## config.mk

```make
export PLATFORM = sky130hd
export DESIGN_NAME = lcd_cmd_rx
export DESIGN_NICKNAME = d
export VERILOG_FILES = /design/src/rtl/lcdrx_pkg.sv /design/src/rtl/lcdrx_sync.sv /design/src/rtl/lcdrx_cond.sv /design/src/rtl/lcd_cmd_rx.sv
export SDC_FILE = /design/constraint.sdc
export NUM_CORES = 1
export LEC_CHECK = 0
export BUFFER_PORTS_ARGS = -buffer_cell sky130_fd_sc_hd__buf_2
export CORE_UTILIZATION = 58
export CTS_CLUSTER_SIZE = 8
export DETAILED_ROUTE_END_ITERATION = 7
export HOLD_SLACK_MARGIN = 0.05
export PLACE_DENSITY = 0.79
export RECOVER_POWER = 50
export SYNTH_ARGS = -nofsm -noshare
export SYNTH_HDL_FRONTEND = slang
export SYNTH_SLANG_ARGS = --single-unit
```

## constraint.sdc

```tcl
create_clock -name clk -period 2.77 [get_ports clk]
set_input_delay 0.1385 -clock clk [delete_from_list [all_inputs] [get_ports clk]]
set_output_delay 0.1385 -clock clk [all_outputs]
set_load 0.005 [all_outputs]
```

## src/rtl/lcdrx_pkg.sv

```systemverilog
package lcdrx_pkg;
    typedef enum logic [2:0] {
        PH_IDLE,
        PH_ADDR,
        PH_CMD,
        PH_DATA,
        PH_SKIP
    } phase_e;

    localparam int BYTE_BITS = 8;
    localparam logic [5:0] DEFAULT_BASE = 6'b011100;
endpackage

```

## src/rtl/lcdrx_sync.sv

```systemverilog
module lcdrx_sync #(
    parameter int W      = 2,
    parameter int STAGES = 2
) (
    input  logic         clk,
    input  logic         rst_n,
    input  logic [W-1:0] din,
    output logic [W-1:0] dout
);
    logic [W-1:0] stg_q [STAGES];

    generate
        for (genvar s = 0; s < STAGES; s++) begin : g_stage
            if (s == 0) begin : g_first
                always_ff @(posedge clk or negedge rst_n) begin
                    if (!rst_n) stg_q[s] <= '1;
                    else        stg_q[s] <= din;
                end
            end else begin : g_next
                always_ff @(posedge clk or negedge rst_n) begin
                    if (!rst_n) stg_q[s] <= '1;
                    else        stg_q[s] <= stg_q[s-1];
                end
            end
        end
    endgenerate

    assign dout = stg_q[STAGES-1];
endmodule

```

## src/rtl/lcdrx_cond.sv

```systemverilog
module lcdrx_cond (
    input  logic clk,
    input  logic rst_n,
    input  logic scl_s,
    input  logic sda_s,
    output logic scl_rise,
    output logic scl_fall,
    output logic start_c,
    output logic stop_c
);
    logic scl_q, sda_q;

    always_ff @(posedge clk or negedge rst_n) begin
        if (!rst_n) begin
            scl_q <= 1'b1;
            sda_q <= 1'b1;
        end else begin
            scl_q <= scl_s;
            sda_q <= sda_s;
        end
    end

    assign scl_rise = scl_s & ~scl_q;
    assign scl_fall = ~scl_s & scl_q;
    assign start_c  = scl_s & scl_q & sda_q & ~sda_s;
    assign stop_c   = scl_s & scl_q & ~sda_q & sda_s;
endmodule

```

## src/rtl/lcd_cmd_rx.sv

```systemverilog
module lcd_cmd_rx
    import lcdrx_pkg::*;
#(
    parameter int         DEPTH     = 40,
    parameter int         SUB_W     = 3,
    parameter logic [5:0] BASE_ADDR = DEFAULT_BASE,
    localparam int        PTR_W     = $clog2(DEPTH)
) (
    input  logic             clk,
    input  logic             rst_n,
    input  logic             scl_i,
    input  logic             sda_i,
    input  logic             addr_sel_i,
    input  logic [SUB_W-1:0] dev_id_i,
    output logic             sda_oe_o,
    output logic             cmd_valid_o,
    output logic [7:0]       cmd_byte_o,
    output logic             wr_en_o,
    output logic [PTR_W-1:0] wr_addr_o,
    output logic [7:0]       wr_data_o
);
    localparam logic [PTR_W-1:0] LAST_PTR = PTR_W'(DEPTH - 1);
    localparam logic [6:0]       DEPTH_7  = 7'(DEPTH);

    typedef struct packed {
        phase_e           phase;
        logic [7:0]       shreg;
        logic [3:0]       bits;
        logic             in_ack;
        logic             oe;
        logic [PTR_W-1:0] ptr;
        logic [SUB_W-1:0] sub;
        logic             cmd_v;
        logic [7:0]       cmd_b;
        logic             wr_v;
        logic [PTR_W-1:0] wr_a;
        logic [7:0]       wr_d;
    } state_t;

    state_t st_d, st_q;

    logic scl_s, sda_s;
    logic scl_rise, scl_fall, start_c, stop_c;

    lcdrx_sync #(.W(2), .STAGES(2)) u_sync (
        .clk  (clk),
        .rst_n(rst_n),
        .din  ({scl_i, sda_i}),
        .dout ({scl_s, sda_s})
    );

    lcdrx_cond u_cond (
        .clk     (clk),
        .rst_n   (rst_n),
        .scl_s   (scl_s),
        .sda_s   (sda_s),
        .scl_rise(scl_rise),
        .scl_fall(scl_fall),
        .start_c (start_c),
        .stop_c  (stop_c)
    );

    // Byte complete: decide acknowledge and side effects per phase
    always_comb begin
        st_d       = st_q;
        st_d.cmd_v = 1'b0;
        st_d.wr_v  = 1'b0;
        if (start_c) begin
            st_d.phase  = PH_ADDR;
            st_d.bits   = '0;
            st_d.in_ack = 1'b0;
            st_d.oe     = 1'b0;
        end else if (stop_c) begin
            st_d.phase  = PH_IDLE;
            st_d.bits   = '0;
            st_d.in_ack = 1'b0;
            st_d.oe     = 1'b0;
        end else if (st_q.phase != PH_IDLE) begin
            if (scl_rise && !st_q.in_ack && st_q.bits != 4'(BYTE_BITS)) begin
                st_d.shreg = {st_q.shreg[6:0], sda_s};
                st_d.bits  = st_q.bits + 4'd1;
            end
            if (scl_fall) begin
                if (st_q.in_ack) begin
                    st_d.in_ack = 1'b0;
                    st_d.oe     = 1'b0;
                end else if (st_q.bits == 4'(BYTE_BITS)) begin
                    st_d.in_ack = 1'b1;
                    st_d.bits   = '0;
                    case (st_q.phase)
                        PH_ADDR: begin
                            if (st_q.shreg == {BASE_ADDR, addr_sel_i, 1'b0}) begin
                                st_d.oe    = 1'b1;
                                st_d.phase = PH_CMD;
                            end else begin
                                st_d.phase = PH_SKIP;
                            end
                        end
                        PH_CMD: begin
                            st_d.oe    = 1'b1;
                            st_d.cmd_v = 1'b1;
                            st_d.cmd_b = st_q.shreg;
                            if (!st_q.shreg[6]) begin
                                st_d.ptr = ({1'b0, st_q.shreg[5:0]} < DEPTH_7)
                                         ? st_q.shreg[PTR_W-1:0] : '0;
                            end else begin
                                st_d.sub = st_q.shreg[SUB_W-1:0];
                            end
                            st_d.phase = st_q.shreg[7] ? PH_CMD : PH_DATA;
                        end
                        PH_DATA: begin
                            st_d.oe   = (st_q.sub == dev_id_i);
                            st_d.wr_v = (st_q.sub == dev_id_i);
                            st_d.wr_a = st_q.ptr;
                            st_d.wr_d = st_q.shreg;
                            if (st_q.ptr == LAST_PTR) begin
                                st_d.ptr = '0;
                                st_d.sub = st_q.sub + 1'b1;
                            end else begin
                                st_d.ptr = st_q.ptr + 1'b1;
                            end
                        end
                        default: ;
                    endcase
                end
            end
        end
    end

    always_ff @(posedge clk or negedge rst_n) begin
        if (!rst_n) begin
            st_q       <= '0;
            st_q.phase <= PH_IDLE;
        end else begin
            st_q <= st_d;
        end
    end

    logic [SUB_W-1:0] sub_cnt;
    logic [PTR_W-1:0] ptr_cnt;
    assign sub_cnt     = st_q.sub;
    assign ptr_cnt     = st_q.ptr;
    assign sda_oe_o    = st_q.oe;
    assign cmd_valid_o = st_q.cmd_v;
    assign cmd_byte_o  = st_q.cmd_b;
    assign wr_en_o     = st_q.wr_v;
    assign wr_addr_o   = st_q.wr_a;
    assign wr_data_o   = st_q.wr_d;
endmodule

```

* Yosys cells after proc, flatten, opt, wreduce, memory -nomap -nowiden
Cells that the tools add are included.
** Word-level totals
- Flip-flop bits (word level) :: 56
- Input port bits :: 8
** Operators by class
- Bitwise operators :: 14
- Reductions and logical operators :: 19
- Multiplexer cells :: 29
- Add/sub/neg operators :: 3
- Equal/unequal tests :: 13
- Order comparisons :: 1
** Operators with widths (number)
- two-way mux 39 bit :: 2
- two-way mux 50 bit :: 1
- two-way mux 24 bit :: 2
- two-way mux 33 bit :: 1
- two-way mux 6 bit :: 5
- two-way mux 3 bit :: 8
- one-hot mux 9 bit (2 select lines) :: 1
- two-way mux 15 bit :: 1
- AND reduction 7 bit :: 2
- two-way mux 12 bit :: 1
- nonzero test 3 bit :: 4
- AND reduction 5 bit :: 2
- two-way mux 9 bit :: 1
- AND reduction 9 bit :: 1
- equality test 8 x 7 -> 1 bit :: 1
- AND reduction 8 bit :: 1
- nonzero test 4 bit :: 2
- AND 1 bit :: 7
- NOT 1 bit :: 7
- adder 6 x 1 -> 6 bit, second input constant :: 1
- equality test 3 x 2 -> 1 bit, second input constant :: 2
- equality test 6 bit, second input constant :: 1
- < comparator 6 bit, second input constant :: 1
- inequality test 2 bit, second input constant :: 3
- 19 further kinds :: 21

* Logic depth before layout (Yosys ltp)
Gate-level depths: netlist of run 1.
- Word-level depth :: 11
- Depth in mapped cells :: 8
- Gate-level depth less buffers :: 6

* Cells and area by module
A second synthesis of run 1 with hierarchy kept.
** Second synthesis, totals
- Cells, all modules :: 241
- Area total of the unflattened synthesis :: 2824.0 um^2
** Modules (own cells, without submodules)
- lcd_cmd_rx :: times used 1, cells each 229, sequential area each 1251.2 um^2, area each 2618.8 um^2
- lcdrx_sync :: times used 1, cells each 6, sequential area each 105.1 um^2, area each 120.1 um^2
- lcdrx_cond :: times used 1, cells each 6, sequential area each 52.6 um^2, area each 85.1 um^2

* Least setup slack after synthesis of run 1
No wires, ideal clock.
- Path kind :: register to register
- Start point :: register u_cond.scl_q
- End point :: register st_q (netlist bit ptr_cnt[5])
- Setup time :: 0.121 ns
- Path buffers :: 2
- Arrival time :: 1.914 ns
- Clock period less this slack :: 2.036 ns
- Path slack :: 0.734 ns
- Cell stages (with the launch flop) :: 7
- Cell sequence :: dfstp_2 -> buf_4 -> or3b_4 -> or4_4 -> buf_6 -> o21bai_1 -> o2bb2ai_1
** On the way
- Word-level cells in the longest chain between the ends :: 5
- Elaborated cells between the ends (all ways) :: 9
** RTL lines
- start, declared :: RTL line lcdrx_cond.sv:11 : logic scl_q, sda_q;
- start signal, assigned :: RTL line lcdrx_cond.sv:18 : scl_q <= scl_s;
- AND 1 bit :: RTL line lcdrx_cond.sv:25, lcdrx_cond.sv:26
- AND 1 bit, on equally long branches (2 in a row) :: RTL line lcdrx_cond.sv:26, lcdrx_cond.sv:25
- NOT 1 bit (no source line)
- AND reduction 8 bit (no source line) *
- end signal, assigned :: RTL line lcd_cmd_rx.sv:135 : st_q <= st_d;
- end, declared :: RTL line lcd_cmd_rx.sv:40 : state_t st_d, st_q;
Every way passes the cells marked *; elsewhere a longest branch is shown, timed or not.
A chain may end at the register's enable or synchronous reset.

* Worst setup path after layout of run 1
- Start point :: register u_cond.scl_q
- End point :: register st_q (netlist bit wr_data_o[2])
** On the way
- Word-level cells in the longest chain between the ends :: 5
- Elaborated cells between the ends (all ways) :: 9
** RTL lines (RTL line)
- AND 1 bit :: lcdrx_cond.sv:25, lcdrx_cond.sv:26
- AND 1 bit, on equally long branches (2 in a row) :: lcdrx_cond.sv:26, lcdrx_cond.sv:25
- NOT 1 bit (no source line)
- AND reduction 7 bit (no source line) *
Marks and branches as above.

==> results of run 1 <==
## synth_stat cells, drive strengths merged (2+ instances only)
| library cell | instances | area, µm² |
|---|---|---|
| a211oi | 2 | 15.01 |
| a21oi | 6 | 30.03 |
| a22oi | 3 | 22.52 |
| a2bb2oi | 2 | 17.52 |
| a41oi | 4 | 35.03 |
| and2 | 2 | 12.51 |
| and3b | 2 | 17.52 |
| buf | 28 | 206.4 |
| clkbuf | 6 | 22.52 |
| dfrtp | 50 | 1251 |
| dfstp | 6 | 157.7 |
| ha | 4 | 50.05 |
| inv | 6 | 22.52 |
| mux2 | 31 | 349.1 |
| mux2i | 2 | 20.02 |
| nand2 | 13 | 48.80 |
| nand2b | 3 | 18.77 |
| nand3 | 9 | 45.04 |
| nand3b | 3 | 22.52 |
| nand4b | 2 | 17.52 |
| nor2 | 12 | 45.04 |
| nor2b | 3 | 18.77 |
| nor3 | 4 | 25.02 |
| nor3b | 2 | 15.01 |
| nor4 | 4 | 25.02 |
| o21ai | 10 | 50.05 |
| o21bai | 2 | 15.01 |
| o2bb2ai | 2 | 17.52 |
| xnor2 | 4 | 35.03 |
## tightest hold or removal path, delay by kind of cell
| kind | cells | cell delay [ps] |
|---|---|---|
| and+or+nand+nor | 2 | 150 |
| xor gates and xnor gates | 1 | 60 |
| buffers and inverters | 1 | 80 |
## stage by stage
step	std cells	utilization (%)	hold slack (ps)	area (µm²)
after floorplan	247	-	-157.1	2801
after global placement	302	63.22	167.3	2848
after detailed placement	302	63.22	172.1	2848
after global routing	313	66.14	199.7	2979
final	313	66.14	178.0	2979
after CTS	313	66.36	175.7	2989
## sequential cells by signal (all words and copies together) (netlist names), 2 cells and up
register and flops:
u_sync.stg_q 2, ptr_cnt 6, sub_cnt 3, cmd_byte_o 8, u_sync.dout 2, wr_addr_o 6
st_q 16, wr_data_o 8
## area by class of cell
type	instances	area, µm²	area share [%]
Multi-Input combinational cell	151	1154	38.72
Timing Repair Buffer	40	217.7	7.308
Inverter	6	22.52	0.7560
Tap cell	52	65.06	2.184
Sequential cell	56	1409	47.29
Clock inverter	2	38.79	1.302
Clock buffer	6	72.57	2.436
## power breakdown
part           leakage (nW)  internal [mW]  switching, mW  total, mW
sequential            0.743          0.917          0.158       1.08
clock                0.0558          0.273          0.257      0.530
combinational         0.615          0.227          0.261      0.489
total                  1.41           1.42          0.676       2.09
## metal layers
layer,vias to the layer above,GRT usage (%),wire [µm],share of wire (%)
met1,914,33.30,2478,49
met2,51,33.12,2313,46
li1,888,-,-,-
met3,6,4.219,200,3.9
met5,-,0,0,0
met4,0,6.536,78,1.5
## timing repair
action	4_1_cts	5_1_grt
hold buffers	3	0
endpoints found under the setup margin	0	0
hold endpoints to repair	27	0
setup buffers	0	0
## worst max path at each step
stage / start / endpoint / slack [ps] / cells after the start
detailed placement: u_cond.scl_q$_DFF_PN1_ / wr_addr_o[1]$_DFFE_PN0P_ / 570 / 4
global route: rst_n / st_q[34]$_DFFE_PN0P_ / 320 / 3
finish: u_cond.scl_q$_DFF_PN1_ / wr_data_o[2]$_DFFE_PN0P_ / 560 / 4
global placement: u_cond.scl_q$_DFF_PN1_ / wr_addr_o[2]$_DFFE_PN0P_ / 630 / 4
CTS: u_cond.scl_q$_DFF_PN1_ / wr_data_o[2]$_DFFE_PN0P_ / 560 / 4
floorplan: u_cond.scl_q$_DFF_PN1_ / ptr_cnt[5]$_DFFE_PN0P_ / 730 / 6
## cells by family (layout without fill, tap and decap cells)
family / after synthesis / in the layout / share of synthesized area, %
and+or+nand+nor: 66 / 66 / 13.35
DFF: 56 / 56 / 50.29
AOI/OAI and AO/OA: 43 / 43 / 10.85
buffers and inverters: 40 / 54 / 8.977
muxes: 33 / 33 / 13.18
xor gates and xnor gates: 5 / 5 / 1.563
adders and majority gates: 4 / 4 / 1.787
==> flow_summary.ini, run 1 <==
[synthesis]
async_flop_share_pct = 100.0
synth_area_um2 = 2801
ys_seq_area_share_pct = 50.29
syn_area_per_cell_um2 = 11.34
synth_cell_types = 52
synth-seq-cells = 56
synth_ff_type = dfrtp_1
syn-instance-count = 247
synth_edf_count = 0
yosysWarnings = 0
synth_nets = 259

[final_layout]
diodes = 0
fillCellCount = 355
final_common_cell = dfrtp_1
mostFrequentLayoutCells = 50 x dfrtp_1, 31 x mux2_2, 27 x buf_2
layout.nets = 272
drive_gt1_share_pct = 30.65
syn_to_final_growth_pct = 6.342

[die]
dieWidth_um = 71.50
die_h_um = 71.50
start_util_pct = 62.19
core.rowCount = 24
ios = 33
dieArea_um2 = 5112
core_um2 = 4504

[min_path]
holdPathEnd = wr_en_o$_DFF_PN0_
min_from = dev_id_i[0]
hold_depth = 4
hp-class = in -> reg

[clock_tree]
clock_latency_ps = 310
cts_tree = built
cts_sinks = 56
cts_resized = 0
clockBufferDepth = 2
cts_root_buf = clkbuf_8
cts_buffers = 5
cts_htree_levels = 2
path_clk_slew_ps = 90

[place]
port_buffers = 32
gp_congestion = 0.8349
pre_cts_ws_ps = 569.2
dp_hpwl_mm = 3.551

[routing]
vias = 1859
firstDrtPassIters = 4
wl_mm = 5.070
drt_iter0_drc = 99
drc = 0
ant_nets = 0
wl_per_cell_um = 16.20
vias_per_cell = 5.939

[worst_setup_path]
crit_type = reg -> reg
max_stage_delay_ps = 610
worstReg2RegEnd = wr_data_o[2]$_DFFE_PN0P_
regToRegStartpoint = u_cond.scl_q$_DFF_PN1_
crit_family = simple AND/OR/NAND/NOR gates
reg2reg_slack_ps = 560
path_cells = or3b_4 -> nor2_1 -> nand2_1 -> mux2_2
required_ps = 2970
critPathArrivalTime_ps = 2400
path_buf_inv = 0
start_kind = flip-flop
end_kind = flip-flop
crit_fanout = 15
r2r_cells = 4
cpMaxStageDelayCell = dfstp_2

[sta]
finalCriticalPeriod_ps = 2206
setup-violations-final = 0
fin_ws_ps = 564.1
slew_headroom_pct = 3.358
hold_viol = 0
period_share_pct = 79.64
setup_tns_ps = 0
tightest_slew_ps = 1450
rsz0062_at_grt = false
clock_skew_ps = 5.887
slew_violations = 0
max_freq_mhz = 453.3

[grt]
grt_max_degree = 28
overflow = 0
antenna_found_initial = 0
grtUsageTotal_pct = 22.17
grt_pass1_wl_mm = 8.749
grt_pass1_vias = 1830

[pwr]
p_leak_nw = 1.414
ir_drop_v = 0.0005509
powerDensity_nw_per_um2 = 702.9
total_power_mw = 2.094

[job]
cap_violations = 0

[run_status]
status = completed
Note: power is estimated with default switching activity, not from simulation.
==> run 2: changes to the inputs <==
--- a/config.mk
+++ b/config.mk
@@ -5,12 +5,13 @@
 export SDC_FILE = /design/constraint.sdc
 export NUM_CORES = 1
 export LEC_CHECK = 0
+export ABC_AREA = 1
 export BUFFER_PORTS_ARGS = -buffer_cell sky130_fd_sc_hd__buf_2
-export CORE_UTILIZATION = 58
+export CORE_UTILIZATION = 52
 export CTS_CLUSTER_SIZE = 8
 export DETAILED_ROUTE_END_ITERATION = 7
 export HOLD_SLACK_MARGIN = 0.05
-export PLACE_DENSITY = 0.79
+export PLACE_DENSITY = 0.75
 export RECOVER_POWER = 50
 export SYNTH_ARGS = -nofsm -noshare
 export SYNTH_HDL_FRONTEND = slang
==> constraint.sdc (replaced) <==
create_clock -name clk -period 2 [get_ports clk]
set_input_delay 0.1 -clock clk [delete_from_list [all_inputs] [get_ports clk]]
set_output_delay 0.1 -clock clk [all_outputs]
set_load 0.005 [all_outputs]
==> run 2 against run 1 <==
Against the previous run:
- sequential cell count stayed put
- final area is 2.0% higher
- clock skew grew 2.8 ps
- global-route usage down 3.3 points
- sequential power increased by 28%
- clock-buffer cell count unchanged
- critical endpoint is now wr_data_o[1]$_DFFE_PN0P_
- highest routed layer unchanged
- sequential share of layout area down 0.93 points
==> flow_summary.ini, run 2 <==
[clock_tree]
cts_setup_buffers = 0
cts_root_buf = clkbuf_8
cts_tree = built
path_clk_slew_ps = 100
cts_htree_levels = 2
cts_sinks = 56
cts_resized = 0
cts-hold-fix-buffers = 3
cts_buffers = 5
clockBufferDepth = 2
clock_latency_ps = 310

[min_path]
hp-class = in -> reg
hold_depth = 4

[run_status]
status = completed

[place]
gp_congestion = 0.8796
port_buffers = 32
dp_cells = 399
dp_hpwl_mm = 3.678

[die]
start_util_pct = 54.69
core_um2 = 5205
core.rowCount = 26
dieArea_um2 = 5774
ios = 33
die_h_um = 75.99
dieWidth_um = 75.99

[final_layout]
diodes = 0
final_common_cell = nand2_1
layout.nets = 351
mostFrequentLayoutCells = 70 x nand2_1, 50 x dfrtp_1, 28 x buf_2
fin_cells = 410
syn_to_final_growth_pct = 6.769
drive_gt1_share_pct = 25.59
largest_register_ffs = 16
regMostFlops = st_q

[pwr]
powerDensity_nw_per_um2 = 883.9
ir_drop_v = 0.0004693
p_leak_nw = 1.502

[worst_setup_path]
path_buf_inv = 2
crit_family = simple AND/OR/NAND/NOR gates
required_ps = 2200
path_cells = inv_1 -> ha_1 -> nand3_4 -> nor2_8 -> nand2_2 -> buf_4 -> nand2_1 -> o21ai_1
r2r_cells = 8
start_kind = flip-flop
end_kind = flip-flop
critPathArrivalTime_ps = 1870
cpMaxStageDelayCell = dfrtp_1
path_depth = 8
crit_fanout = 16
crit_type = reg -> reg
max_stage_delay_ps = 430

[synthesis]
synthMuxAreaShare_pct = 0.3956
syn_area_per_cell_um2 = 8.868
synth_cell_types = 32
yosysMostFrequentCell = nand2_1
synth_top_area_share_pct = 43.96
synth_ff_type = dfrtp_1
yosys-top-cells-area = dfrtp_1 44%, nand2_1 9.2%, buf_4 5.8%
async_flop_share_pct = 100.0
synth_common_cells = 70 x nand2_1, 50 x dfrtp_1, 25 x inv_1
synth-simple-area-share_pct = 22.29
synth_top_area_cell = dfrtp_1
synth-seq-cells = 56
synth_area_um2 = 2846
synth_xor_area_share_pct = 2.462
synth_nets = 333
synthAdderAreaFrac_pct = 1.758
yosysWarnings = 0
ys_seq_area_share_pct = 49.49
synth_compound_area_share_pct = 12.00
syn-instance-count = 321
synth_top_family_by_area = simple AND/OR/NAND/NOR gates
synth_edf_count = 0

[sta]
clock_skew_ps = 8.714
finalCriticalPeriod_ps = 1663
max_freq_mhz = 601.4
setup-violations-final = 0
rsz0062_at_grt = false
slew_violations = 0
setup_tns_ps = 0
hold_viol = 0
tightest_slew_ps = 688.0
slew_headroom_pct = 54.13
period_share_pct = 83.14

[routing]
vias = 2069
wl_per_cell_um = 12.35
drc = 0
drt_iter0_drc = 178
firstDrtPassIters = 4
wl_mm = 5.062
ant_nets = 0
vias_per_cell = 5.046

[grt]
grt_pass1_vias = 1949
grt_max_degree = 30
overflow = 0
grtUsageTotal_pct = 18.92
antenna_found_initial = 0
grt_pass1_wl_mm = 8.769

[job]
cap_violations = 0
run 2: cell types whose count changed in the layout (fill, tap and decap cells not counted), moves of 10 or more:
| cell | before | now |
|---|---|---|
| inv_1 | 6 | 25 |
| inv_2 | 0 | 12 |
| mux2_2 | 31 | 0 |
| nand2_1 | 13 | 70 |
| nand2_2 | 0 | 10 |
| nor2_1 | 12 | 23 |
| o21ai_1 | 0 | 16 |
run 2: routing by layer:
layer | global-route usage, % | vias to the layer above | share of wire [%]
met4 | 7.692 | 0 | 1.9
met5 | 0 | - | 0
met1 | 24.25 | 964 | 46
met2 | 31.45 | 49 | 49
li1 | - | 1044 | -
met3 | 3.832 | 12 | 3.6
run 2: path summary, 6_finish.rpt:
| check | end | startpoint | slack [ps] |
|---|---|---|---|
| hold / removal | wr_en_o$_DFF_PN0_ | dev_id_i[2] | 110 |
| setup reg to reg | wr_data_o[1]$_DFFE_PN0P_ | st_q[35]$_DFFE_PN0P_ | 340 |
| max in group asynchronous | st_q[34]$_DFFE_PN0P_ | rst_n | 530 |
| setup / recovery | wr_data_o[1]$_DFFE_PN0P_ | st_q[35]$_DFFE_PN0P_ | 340 |
| hold reg to reg | u_sync.dout[0]$_DFF_PN1_ | u_sync.stg_q[2]$_DFF_PN1_ | 360 |
| min in group asynchronous | cmd_byte_o[3]$_DFFE_PN0P_ | rst_n | 350 |
run 2: logic make-up after synthesis:
logic type	Yosys count
AND/OR/NAND/NOR	133
buffers and inverters	63
AO/OA/AOI/OAI	56
flip-flops	56
XOR/XNOR	8
adder cells (fa/ha/maj)	4
multiplexers	1
run 2: power breakdown:
| group | internal, mW | leakage, nW | total [mW] | switching (mW) |
|---|---|---|---|---|
| registers | 1.26 | 0.750 | 1.38 | 0.123 |
| logic | 0.210 | 0.708 | 0.659 | 0.449 |
| clock network | 0.281 | 0.0434 | 0.647 | 0.366 |
| total | 1.75 | 1.50 | 2.69 | 0.937 |
run 2: worst register-to-register path, stage by stage (launching register included):
cell and delay, ps:
dfrtp_1 430, inv_1 90, ha_1 190, nand3_4 120, nor2_8 180, nand2_2 170
buf_4 240, nand2_1 70, o21ai_1 60
run 2: cell type report:
type / instances / area, µm²
repair buffers: 37 / 198.9
inverters: 37 / 138.9
flip-flops and latches: 56 / 1409
well taps: 70 / 87.58
fillers: 449 / 2166
multi-input cells: 202 / 1107
clock inverters: 2 / 15.01
clock buffers: 6 / 82.58
run 2: stage by stage:
stage	total power [mW]	util, %	hold slack [ps]	worst slack, ps	area (µm²)
2_1_floorplan	1.879	-	-195.6	506.9	2846
3_3_place_gp	2.050	56.30	165.8	402.1	2930
3_5_place_dp	2.063	56.30	167.1	341.9	2930
4_1_cts	2.715	58.75	116.1	334.5	3058
5_1_grt	2.868	58.39	117.8	187.7	3039
6_report	2.686	58.39	112.9	337.3	3039
==> run 3: changes to the inputs <==
==> constraint.sdc (replaced) <==
create_clock -name clk -period 1.4 [get_ports clk]
set_input_delay 0.07 -clock clk [delete_from_list [all_inputs] [get_ports clk]]
set_output_delay 0.07 -clock clk [all_outputs]
set_load 0.005 [all_outputs]
==> run 3 against run 2 <==
Against the previous run:
- the flow now finishes with violations (negative setup slack)
- utilization rose by 6.5 points
- critical endpoint is now st_q[47]$_DFFE_PN0P_
- via count grew 6.5%
- total power is 52% higher
- wire length is 9.5% higher
- non-clock buffer count rose by 28
- worst setup slack lost 430 ps
- critical path type unchanged
- sequential power is 42% higher
==> flow_summary.ini, run 3 (synthesis results as in run 2) <==
[run_status]
status = complete, but fails checks
violations = negative setup slack

[sta]
clock_skew_ps = 11.18
tightest_slew_ps = 814.4
period_share_pct = 106.7
max_freq_mhz = 669.4
hold_viol = 0
slew_headroom_pct = 45.70
fin_ws_ps = -93.94
finalCriticalPeriod_ps = 1494
slew_violations = 0
setup-violations-final = 32
rsz0062_at_grt = true

[final_layout]
syn_to_final_growth_pct = 18.59
final_common_cell = nand2_1
layout.nets = 379
largest_register_ffs = 16
final_util_pct = 64.86
regMostFlops = st_q
mostFrequentLayoutCells = 62 x nand2_1, 49 x dfrtp_1, 31 x buf_2
diodes = 0
drive_gt1_share_pct = 37.87

[die]
dieWidth_um = 75.99
core.rowCount = 26
ios = 33
start_util_pct = 54.69
dieArea_um2 = 5774
core_um2 = 5205
die_h_um = 75.99

[routing]
wl_per_cell_um = 12.68
firstDrtPassIters = 4
vias_per_cell = 5.043
wl_mm = 5.542
drt_iter0_drc = 102
ant_nets = 0
drc = 0
vias = 2204

[worst_setup_path]
path_cells = inv_2 -> nor2_4 -> nand2_4 -> nor2_8 -> buf_6 -> o211ai_2 -> nand2_2 -> nand2_1 -> o21ai_1
start_kind = flip-flop
end_kind = flip-flop
regToRegStartpoint = u_cond.scl_q$_DFF_PN1_
cpMaxStageDelayCell = dfstp_2
max_stage_delay_ps = 560
required_ps = 1630
startpoint = u_cond.scl_q$_DFF_PN1_
critPathArrivalTime_ps = 1720
crit_fanout = 5
path_buf_inv = 2
crit_type = reg -> reg
crit_family = flip-flops

[pwr]
pwr-share-comb_pct = 31.0
p_leak_nw = 1.683
total_power_mw = 4.081
ir_drop_v = 0.0007991
clkPwrFrac_pct = 20.9
powerDensity_nw_per_um2 = 1209
switching_share_pct = 35.62
p_sw_mw = 1.454
seqPwrFrac_pct = 48.1
internal-power_mw = 2.627

[clock_tree]
cts_sinks = 56
path_clk_slew_ps = 90
cts_buffers = 5
cts_htree_levels = 2
clockBufferDepth = 2
clock_latency_ps = 310
cts_tree = built
cts_root_buf = clkbuf_8

[grt]
grt_pass1_vias = 2025
grt_max_degree = 36
overflow = 0
grt_pass1_wl_mm = 9.473
antenna_found_initial = 0
grtUsageTotal_pct = 20.56

[place]
pre_cts_ws_ps = -118.8
port_buffers = 32
gp_congestion = 0.8602
dp_hpwl_mm = 4.084

[min_path]
hp-class = in -> reg
min_from = dev_id_i[2]

[job]
cap_violations = 0
run 3: changes by cell type in the layout (fill, tap and decap cells not counted), sizes merged:
cell      delta
clkinv       +1
clkinvlp     -1
clkbuf       -5
buf         +32
run 3: through the flow:
stage	TNS, ps	area (µm²)	cells	hold slack, ps
CTS	-1128	3312	435	74.29
finish	-1461	3376	437	106.0
floorplan	-244.6	2851	321	-225.6
detailed placement	-2280	3105	422	-9.295
global placement	-1213	3105	422	-12.86
global route	-4687	3376	437	100.9
run 3: layer usage:
metal | wire length, µm | GRT usage, %
met4 | 39 | 4.038
met5 | 0 | 0
met3 | 171 | 3.952
met1 | 2509 | 27.28
met2 | 2822 | 35.27
run 3: worst paths after layout:
kind | to | slack [ps] | cells after the start
min | wr_en_o$_DFF_PN0_ | 110 | 4
max reg2reg | st_q[47]$_DFFE_PN0P_ | -90 | 9
min reg2reg | u_sync.dout[1]$_DFF_PN1_ | 360 | 0
min in group asynchronous | cmd_byte_o[6]$_DFFE_PN0P_ | 350 | 2
max | st_q[47]$_DFFE_PN0P_ | -90 | 9
max in group asynchronous | u_cond.scl_q$_DFF_PN1_ | 330 | 3
run 3: what timing repair did:
action / CTS / global route
hold endpoints to repair: 55 / 0
endpoints found under the setup margin: 43 / 50
gates resized for setup: 20 / 19
buffers inserted: 3 / 2
hold buffers: 3 / 0
gates cloned: 0 / 0
pin swaps: 4 / 3
run 3: final cells by class:
class / instances / area, µm²
flip-flops and latches: 56 / 1410
well taps: 70 / 87.58
repair buffers: 65 / 454.2
inverters: 37 / 143.9
clock inverters: 2 / 12.51
fillers: 433 / 1829
multi-input cells: 202 / 1199
clock buffers: 5 / 68.82
run 3: power by group through the flow:
stage               Clock (mW)  Sequential [mW]  Combinational, mW
floorplan                    0             1.96              0.730
finish                   0.853             1.96               1.27
CTS                      0.877             1.95               1.23
global route             0.948             1.98               1.42
detailed placement           0             1.98               1.15
global placement             0             1.98               1.11
run 3: worst min-delay path, delay by kind of cell:
family | cells | cell delay [ps]
AND/OR/NAND/NOR | 2 | 160
buffers and inverters | 1 | 80
XOR/XNOR | 1 | 70
